--- src/rtl/i2c_bitrx_pkg.sv ---
package i2c_bitrx_pkg;

  typedef enum logic [1:0] {
    ERR_OK    = 2'd0,
    ERR_STATE = 2'd1,
    ERR_LOCK  = 2'd2,
    ERR_RECV  = 2'd3
  } rx_err_e;

  typedef enum logic [2:0] {
    ST_IDLE,
    ST_WAIT_PRE,
    ST_LOW,
    ST_WAIT_POST,
    ST_SETTLE,
    ST_SAMPLE
  } rx_state_e;

endpackage

--- src/rtl/i2c_bitrx_sync.sv ---
module i2c_bitrx_sync #(
  parameter int WIDTH  = 2,
  parameter int STAGES = 2
) (
  input  logic             clk_i,
  input  logic             rst_ni,
  input  logic [WIDTH-1:0] d_i,
  output logic [WIDTH-1:0] q_o
);

  logic [WIDTH-1:0] stage_q [STAGES];

  // idle bus reads high
  always_ff @(posedge clk_i or negedge rst_ni) begin
    if (!rst_ni) stage_q[0] <= '1;
    else         stage_q[0] <= d_i;
  end

  for (genvar s = 1; s < STAGES; s++) begin : g_stage
    always_ff @(posedge clk_i or negedge rst_ni) begin
      if (!rst_ni) stage_q[s] <= '1;
      else         stage_q[s] <= stage_q[s-1];
    end
  end

  assign q_o = stage_q[STAGES-1];

endmodule

--- src/rtl/i2c_bitrx_timer.sv ---
module i2c_bitrx_timer #(
  parameter int W = 12
) (
  input  logic         clk_i,
  input  logic         rst_ni,
  input  logic         load_i,
  input  logic [W-1:0] val_i,
  input  logic         dec_i,
  output logic         zero_o
);

  logic [W-1:0] cnt_q;

  always_ff @(posedge clk_i or negedge rst_ni) begin
    if (!rst_ni)                   cnt_q <= '0;
    else if (load_i)               cnt_q <= val_i;
    else if (dec_i && cnt_q != '0) cnt_q <= cnt_q - 1'b1;
  end

  assign zero_o = (cnt_q == '0);

endmodule

--- src/rtl/i2c_bitrx_vote.sv ---
module i2c_bitrx_vote #(
  parameter int WIN_W = 6
) (
  input  logic             clk_i,
  input  logic             rst_ni,
  input  logic             clr_i,
  input  logic             smp_i,
  input  logic             sda_i,
  input  logic [WIN_W-1:0] win_i,
  output logic             full_o,
  output logic             one_o,
  output logic             amb_o
);

  localparam int CNT_W = WIN_W + 1;
  localparam int SUM_W = WIN_W + 3;

  logic [CNT_W-1:0] n_eff;
  logic [CNT_W-1:0] smp_q, ones_q;
  logic [SUM_W-1:0] ones_x4, n_x1, n_x3;

  assign n_eff = (win_i == '0) ? CNT_W'(1) : {1'b0, win_i};

  always_ff @(posedge clk_i or negedge rst_ni) begin
    if (!rst_ni) begin
      smp_q  <= '0;
      ones_q <= '0;
    end else if (clr_i) begin
      smp_q  <= '0;
      ones_q <= '0;
    end else if (smp_i) begin
      smp_q  <= smp_q + 1'b1;
      ones_q <= ones_q + CNT_W'(sda_i);
    end
  end

  assign full_o  = (smp_q >= n_eff);
  assign ones_x4 = {ones_q, 2'b00};
  assign n_x1    = SUM_W'(n_eff);
  assign n_x3    = n_x1 + {n_x1[SUM_W-2:0], 1'b0};

  // bands: [0,N/4) -> 0, [N/4,3N/4) -> ambiguous, [3N/4,N] -> 1
  assign one_o = (ones_x4 >= n_x3);
  assign amb_o = (ones_x4 >= n_x1) && (ones_x4 < n_x3);

endmodule

--- src/rtl/i2c_bitrx_top.sv ---
module i2c_bitrx_top
  import i2c_bitrx_pkg::*;
#(
  parameter int WIN_W       = 6,
  parameter int TO_W        = 12,
  parameter int HALF_CYC    = 8,
  parameter int SETTLE_CYC  = 4,
  parameter int GAP_CYC     = 4,
  parameter int SYNC_STAGES = 2
) (
  input  logic             clk_i,
  input  logic             rst_ni,
  input  logic             start_i,
  input  logic             bus_active_i,
  input  logic [WIN_W-1:0] win_len_i,
  input  logic [TO_W-1:0]  stretch_lim_i,
  input  logic             scl_i,
  input  logic             sda_i,
  output logic             scl_oe_o,
  output logic             sda_oe_o,
  output logic             done_o,
  output logic             bit_o,
  output logic [1:0]       err_o
);

  localparam int DLY_MAX = (HALF_CYC > SETTLE_CYC) ?
                           ((HALF_CYC > GAP_CYC) ? HALF_CYC : GAP_CYC) :
                           ((SETTLE_CYC > GAP_CYC) ? SETTLE_CYC : GAP_CYC);
  localparam int DLY_W   = $clog2(DLY_MAX + 1);
  localparam int TMR_W   = (TO_W > DLY_W) ? TO_W : DLY_W;

  localparam logic [TMR_W-1:0] HALF_LD   = TMR_W'(HALF_CYC - 1);
  localparam logic [TMR_W-1:0] SETTLE_LD = TMR_W'(SETTLE_CYC - 1);
  localparam logic [TMR_W-1:0] GAP_LD    = TMR_W'(GAP_CYC - 1);

  rx_state_e  state_q, state_d;
  logic [1:0] pad_s;
  logic       scl_s, sda_s;

  logic             tmr_load, tmr_dec, tmr_zero;
  logic [TMR_W-1:0] tmr_val;
  logic             smp, vote_clr, vote_full, vote_one, vote_amb;
  logic             fin, fin_bit;
  rx_err_e          fin_err;
  logic             done_q, bit_q;
  logic [1:0]       err_q;

  i2c_bitrx_sync #(
    .WIDTH  (2),
    .STAGES (SYNC_STAGES)
  ) u_sync (
    .clk_i  (clk_i),
    .rst_ni (rst_ni),
    .d_i    ({scl_i, sda_i}),
    .q_o    (pad_s)
  );

  assign scl_s = pad_s[1];
  assign sda_s = pad_s[0];

  i2c_bitrx_timer #(
    .W (TMR_W)
  ) u_timer (
    .clk_i  (clk_i),
    .rst_ni (rst_ni),
    .load_i (tmr_load),
    .val_i  (tmr_val),
    .dec_i  (tmr_dec),
    .zero_o (tmr_zero)
  );

  i2c_bitrx_vote #(
    .WIN_W (WIN_W)
  ) u_vote (
    .clk_i  (clk_i),
    .rst_ni (rst_ni),
    .clr_i  (vote_clr),
    .smp_i  (smp),
    .sda_i  (sda_s),
    .win_i  (win_len_i),
    .full_o (vote_full),
    .one_o  (vote_one),
    .amb_o  (vote_amb)
  );

  always_comb begin
    state_d  = state_q;
    tmr_load = 1'b0;
    tmr_val  = '0;
    tmr_dec  = 1'b0;
    smp      = 1'b0;
    vote_clr = 1'b0;
    fin      = 1'b0;
    fin_err  = ERR_OK;
    fin_bit  = 1'b0;
    unique case (state_q)
      ST_IDLE: begin
        vote_clr = 1'b1;
        if (start_i) begin
          if (!bus_active_i) begin
            fin     = 1'b1;
            fin_err = ERR_STATE;
          end else begin
            state_d  = ST_WAIT_PRE;
            tmr_load = 1'b1;
            tmr_val  = TMR_W'(stretch_lim_i);
          end
        end
      end
      ST_WAIT_PRE: begin
        if (scl_s) begin
          state_d  = ST_LOW;
          tmr_load = 1'b1;
          tmr_val  = HALF_LD;
        end else if (tmr_zero) begin
          state_d = ST_IDLE;
          fin     = 1'b1;
          fin_err = ERR_LOCK;
        end else begin
          tmr_dec = 1'b1;
        end
      end
      ST_LOW: begin
        if (tmr_zero) begin
          state_d  = ST_WAIT_POST;
          tmr_load = 1'b1;
          tmr_val  = TMR_W'(stretch_lim_i);
        end else begin
          tmr_dec = 1'b1;
        end
      end
      ST_WAIT_POST: begin
        if (scl_s) begin
          state_d  = ST_SETTLE;
          tmr_load = 1'b1;
          tmr_val  = SETTLE_LD;
        end else if (tmr_zero) begin
          state_d = ST_IDLE;
          fin     = 1'b1;
          fin_err = ERR_LOCK;
        end else begin
          tmr_dec = 1'b1;
        end
      end
      ST_SETTLE: begin
        if (tmr_zero) begin
          state_d  = ST_SAMPLE;
          vote_clr = 1'b1;
          tmr_load = 1'b1;
          tmr_val  = '0;
        end else begin
          tmr_dec = 1'b1;
        end
      end
      ST_SAMPLE: begin
        if (vote_full) begin
          state_d = ST_IDLE;
          fin     = 1'b1;
          fin_err = vote_amb ? ERR_RECV : ERR_OK;
          fin_bit = vote_one;
        end else if (tmr_zero) begin
          smp      = 1'b1;
          tmr_load = 1'b1;
          tmr_val  = GAP_LD;
        end else begin
          tmr_dec = 1'b1;
        end
      end
      default: state_d = ST_IDLE;
    endcase
  end

  always_ff @(posedge clk_i or negedge rst_ni) begin
    if (!rst_ni) begin
      state_q <= ST_IDLE;
      done_q  <= 1'b0;
      bit_q   <= 1'b0;
      err_q   <= ERR_OK;
    end else begin
      state_q <= state_d;
      done_q  <= fin;
      if (fin) begin
        bit_q <= fin_bit;
        err_q <= fin_err;
      end
    end
  end

  assign scl_oe_o = (state_q == ST_LOW);
  assign sda_oe_o = 1'b0;
  assign done_o   = done_q;
  assign bit_o    = bit_q;
  assign err_o    = err_q;

endmodule

--- config.mk ---
export PLATFORM = sky130hd
export DESIGN_NAME = i2c_bitrx_top
export DESIGN_NICKNAME = d
export VERILOG_FILES = /design/src/rtl/i2c_bitrx_pkg.sv /design/src/rtl/i2c_bitrx_sync.sv /design/src/rtl/i2c_bitrx_timer.sv /design/src/rtl/i2c_bitrx_vote.sv /design/src/rtl/i2c_bitrx_top.sv
export SDC_FILE = /design/constraint.sdc
export NUM_CORES = 1
export LEC_CHECK = 0
export ABC_AREA = 1
export CAP_MARGIN = 10
export CORE_UTILIZATION = 30
export CTS_CLUSTER_DIAMETER = 40
export CTS_CLUSTER_SIZE = 24
export DETAILED_ROUTE_END_ITERATION = 12
export MAX_ROUTING_LAYER = met4
export SLEW_MARGIN = 20
export SYNTH_ARGS = -nofsm -noshare
export SYNTH_HDL_FRONTEND = slang
export SYNTH_SLANG_ARGS = --single-unit
--- constraint.sdc ---
create_clock -name clk_i -period 2.7 [get_ports clk_i]
set_input_delay 0.405 -clock clk_i [delete_from_list [all_inputs] [get_ports clk_i]]
set_output_delay 0.405 -clock clk_i [all_outputs]
set_load 0.03 [all_outputs]
==> results.toml <==
[status]
status = "complete, no violations"

[grt]
grt_pass1_vias = 2894
grt_max_degree = 38
grt_usage_pct = 15.5
grt_first_pass_wirelength_mm = 13.6
grt.overflow.total = 0
antenna_found_initial = 0

[cells_and_area]
multi_input_area_um2 = 2030
nets = 540
syn2layout_area_growth_pct = 25.1
num_antenna_cells = 0
seq_area_um2 = 931
final_util_pct = 38.8
filler_cell_count = 1075
drive_gt1_share_pct = 19.1

[critical_path]
cp_max_fo = 5
reg2reg_to = "u_timer.cnt_q[10]"
worstPathRequired_ns = 2.87
r2r-start = "u_timer.cnt_q[0]"
endpoint_kind = "flop"
reg2reg_depth = 10
arrival_ns = 2.86
cp-start-kind = "primary input"
crit_type = "in -> reg"
cp-startpoint = "win_len_i[3]"
ff2ff_setup_slack_ns = 0.50

[sta]
finalSetupViolCount = 0
finalSetupTns_ns = 0
finalCritPeriodShare_pct = 99.6
min_period_ns = 2.69
maxSlewViolCount = 0
tightest_slew_ns = 0.875
finalHoldViolations = 0
fin_ws_ns = 0.00986
fmax_mhz = 372
grt_setup_unrepaired = "yes"
slew_headroom_pct = 41.7
fin_worst_skew_ns = 0.0100

[clock_tree]
cts_buffer_depth = 2
clkLatencyLatePin_ns = 0.29
cts-buffers-inserted = 5
hold_buffers = 0
cts_max_level = 2
cts_tree = "built"
clock-sinks = 37
clockRootBuffer = "clkbuf_8"
clk_pin_slew_ns = 0.08

[drt]
dr.max_layer_used = "met4"
drt-total-wl_mm = 7.93
dr.pass1.iters = 4
antenna_left = 0
routedWlPerCell_um = 12.7
wl_met2_mm = 3.64
drt_iter0_markers = 194
wl_met3_um = 286
route.detailed.drc = 0
viasPerCell = 4.81
met1Wirelength_mm = 3.88
via_count = 2998

[placed_design]
dp_hpwl_mm = 6.01
dp_slack_ns = -0.876
gp_congestion = 0.855
io_buffers = 28

[synthesis]
synth_seq_area_share_pct = 28.9
yosysWarnings = 0
ys_types = 42
async_reset_ff_share_pct = 100
synth-seq-cells = 37
synthFlopType = "dfrtp_1"
syn_inst = 431
netlist_area_um2 = 3220
avgSynthCellArea_um2 = 7.46
syn-num-nets = 485
synth_edf_count = 0

[floorplanning]
die_x_um = 106
coreArea_um2 = 10400
chipHeight_um = 106
io_pins = 30
dieArea_um2 = 11100
row_count = 37
initial_core_util_pct = 31.0

[run]
drv_cap = 0

[hold_path]
hold_path.class = "in -> async"

[pwr]
p_leak_nw = 2.05
powerDensity_nw_per_um2 = 717
ir_worst_vdd_mv = 0.400
## report_power, final
part	switching [mW]	leakage, nW	internal [mW]
Combinational	1.02	1.53	0.653
Clock	0.206	0.0422	0.182
Sequential	0.146	0.483	0.676
## registers in the layout, indices dropped and copies added (netlist names)
name / cells
bit_o: 1
done_o: 1
err_o: 2
state_q: 3
u_sync.q_o: 2
u_sync.stage_q: 2
u_timer.cnt_q: 12
u_vote.ones_q: 7
u_vote.smp_q: 7
## layout by cell type (no fill, tap or decap), drive strengths merged
master and n:
nand2 105, inv 57, nor2 44, buf 38, nand4 36, dfrtp 33
ha 29, nand3 23, clkdlybuf4s50 21, a21oi 18, o21ai 17, xor2 11
a21boi 9, xnor2 7, clkbuf 7, nor3 6, nand3b 4, dfstp 4
clkinv 3, o31ai 3, a21o 2, nor4 2, clkdlybuf4s15 2, or2 1
and2 1, o21bai 1, o211ai 1, fa 1, conb 1
## per-stage QoR
| stage | hold slack, ns | total power [mW] | instance area, µm² | cells |
|---|---|---|---|---|
| 2_1_floorplan | 0.109 | 2.02 | 3310 | 431 |
| 3_3_place_gp | 0.347 | 2.47 | 3890 | 611 |
| 3_5_place_dp | 0.348 | 2.49 | 3890 | 611 |
| 4_1_cts | 0.247 | 2.89 | 4000 | 623 |
| 5_1_grt | 0.292 | 3.15 | 4020 | 623 |
| 6_report | 0.226 | 2.88 | 4020 | 623 |
## synth_stat cells, drive strengths merged (2+ instances only)
cell type	n	area, µm²
a21boi	9	67.6
a21o	2	15.0
a21oi	18	101
buf	12	83.8
dfrtp	33	826
dfstp	4	105
ha	29	363
inv	58	220
nand2	105	422
nand3	23	155
nand3b	4	30.0
nand4	36	225
nor2	44	209
nor3	6	45.0
nor4	2	12.5
o21ai	17	85.1
o31ai	3	32.5
xnor2	7	61.3
xor2	11	96.3
## worst max path at each step
stage,slack [ns],cells past startpoint,end
finish,0.01,20,err_o[1]
global route,-0.24,20,err_o[1]
CTS,-0.05,21,err_o[1]
detailed placement,-0.88,20,err_o[1]
global placement,-0.70,19,bit_o
floorplan,-0.002,19,err_o[1]
## timing repair
action	4_1_cts	5_1_grt
buffers inserted	4	1
endpoints found under the setup margin	30	3
pin swaps	17	1
gates resized for setup	21	12
## cell families (layout without fill, tap and decap cells)
family / Yosys count / after routing / share of synthesized area, %
AND/OR/NAND/NOR: 222 / 222 / 34.6
other: 1 / 1 / 0.117
buffers and inverters: 72 / 128 / 9.73
AO/OA/AOI/OAI: 51 / 51 / 9.84
adder cells (fa/ha/maj): 30 / 30 / 11.9
flip-flops: 37 / 37 / 28.9
XOR/XNOR: 18 / 18 / 4.90
## critical path, stage by stage
cell,delay [ns]
buf_6,0.10
clkinv_4,0.04
ha_4,0.13
nand2_4,0.05
nor3_4,0.19
nor2_2,0.08
ha_1,0.27
nand2_1,0.06
o21ai_2,0.15
a21o_1,0.14
a21oi_2,0.05
xnor2_1,0.13
ha_1,0.30
nand4_1,0.15
nor2_2,0.14
nand3_1,0.09
nand4_1,0.14
nor2_1,0.06
nand2_1,0.09
nand3_1,0.08
## layout make-up
cell class	instances	share of cell area, %
clock buffers	7	1.90
flip-flops and latches	37	23.1
inverters	59	6.41
multi-input cells	322	50.5
repair buffers	61	13.7
clock inverters	1	0.124
well taps	136	4.23
## metal layers
| metal | vias up | global-route usage, % |
|---|---|---|
| met2 | 70 | 25.2 |
| met5 | - | - |
| met4 | 0 | 4.56 |
| met3 | 11 | 1.86 |
| li1 | 1527 | - |
| met1 | 1390 | 20.4 |
Power figures use the tool's default switching activity.
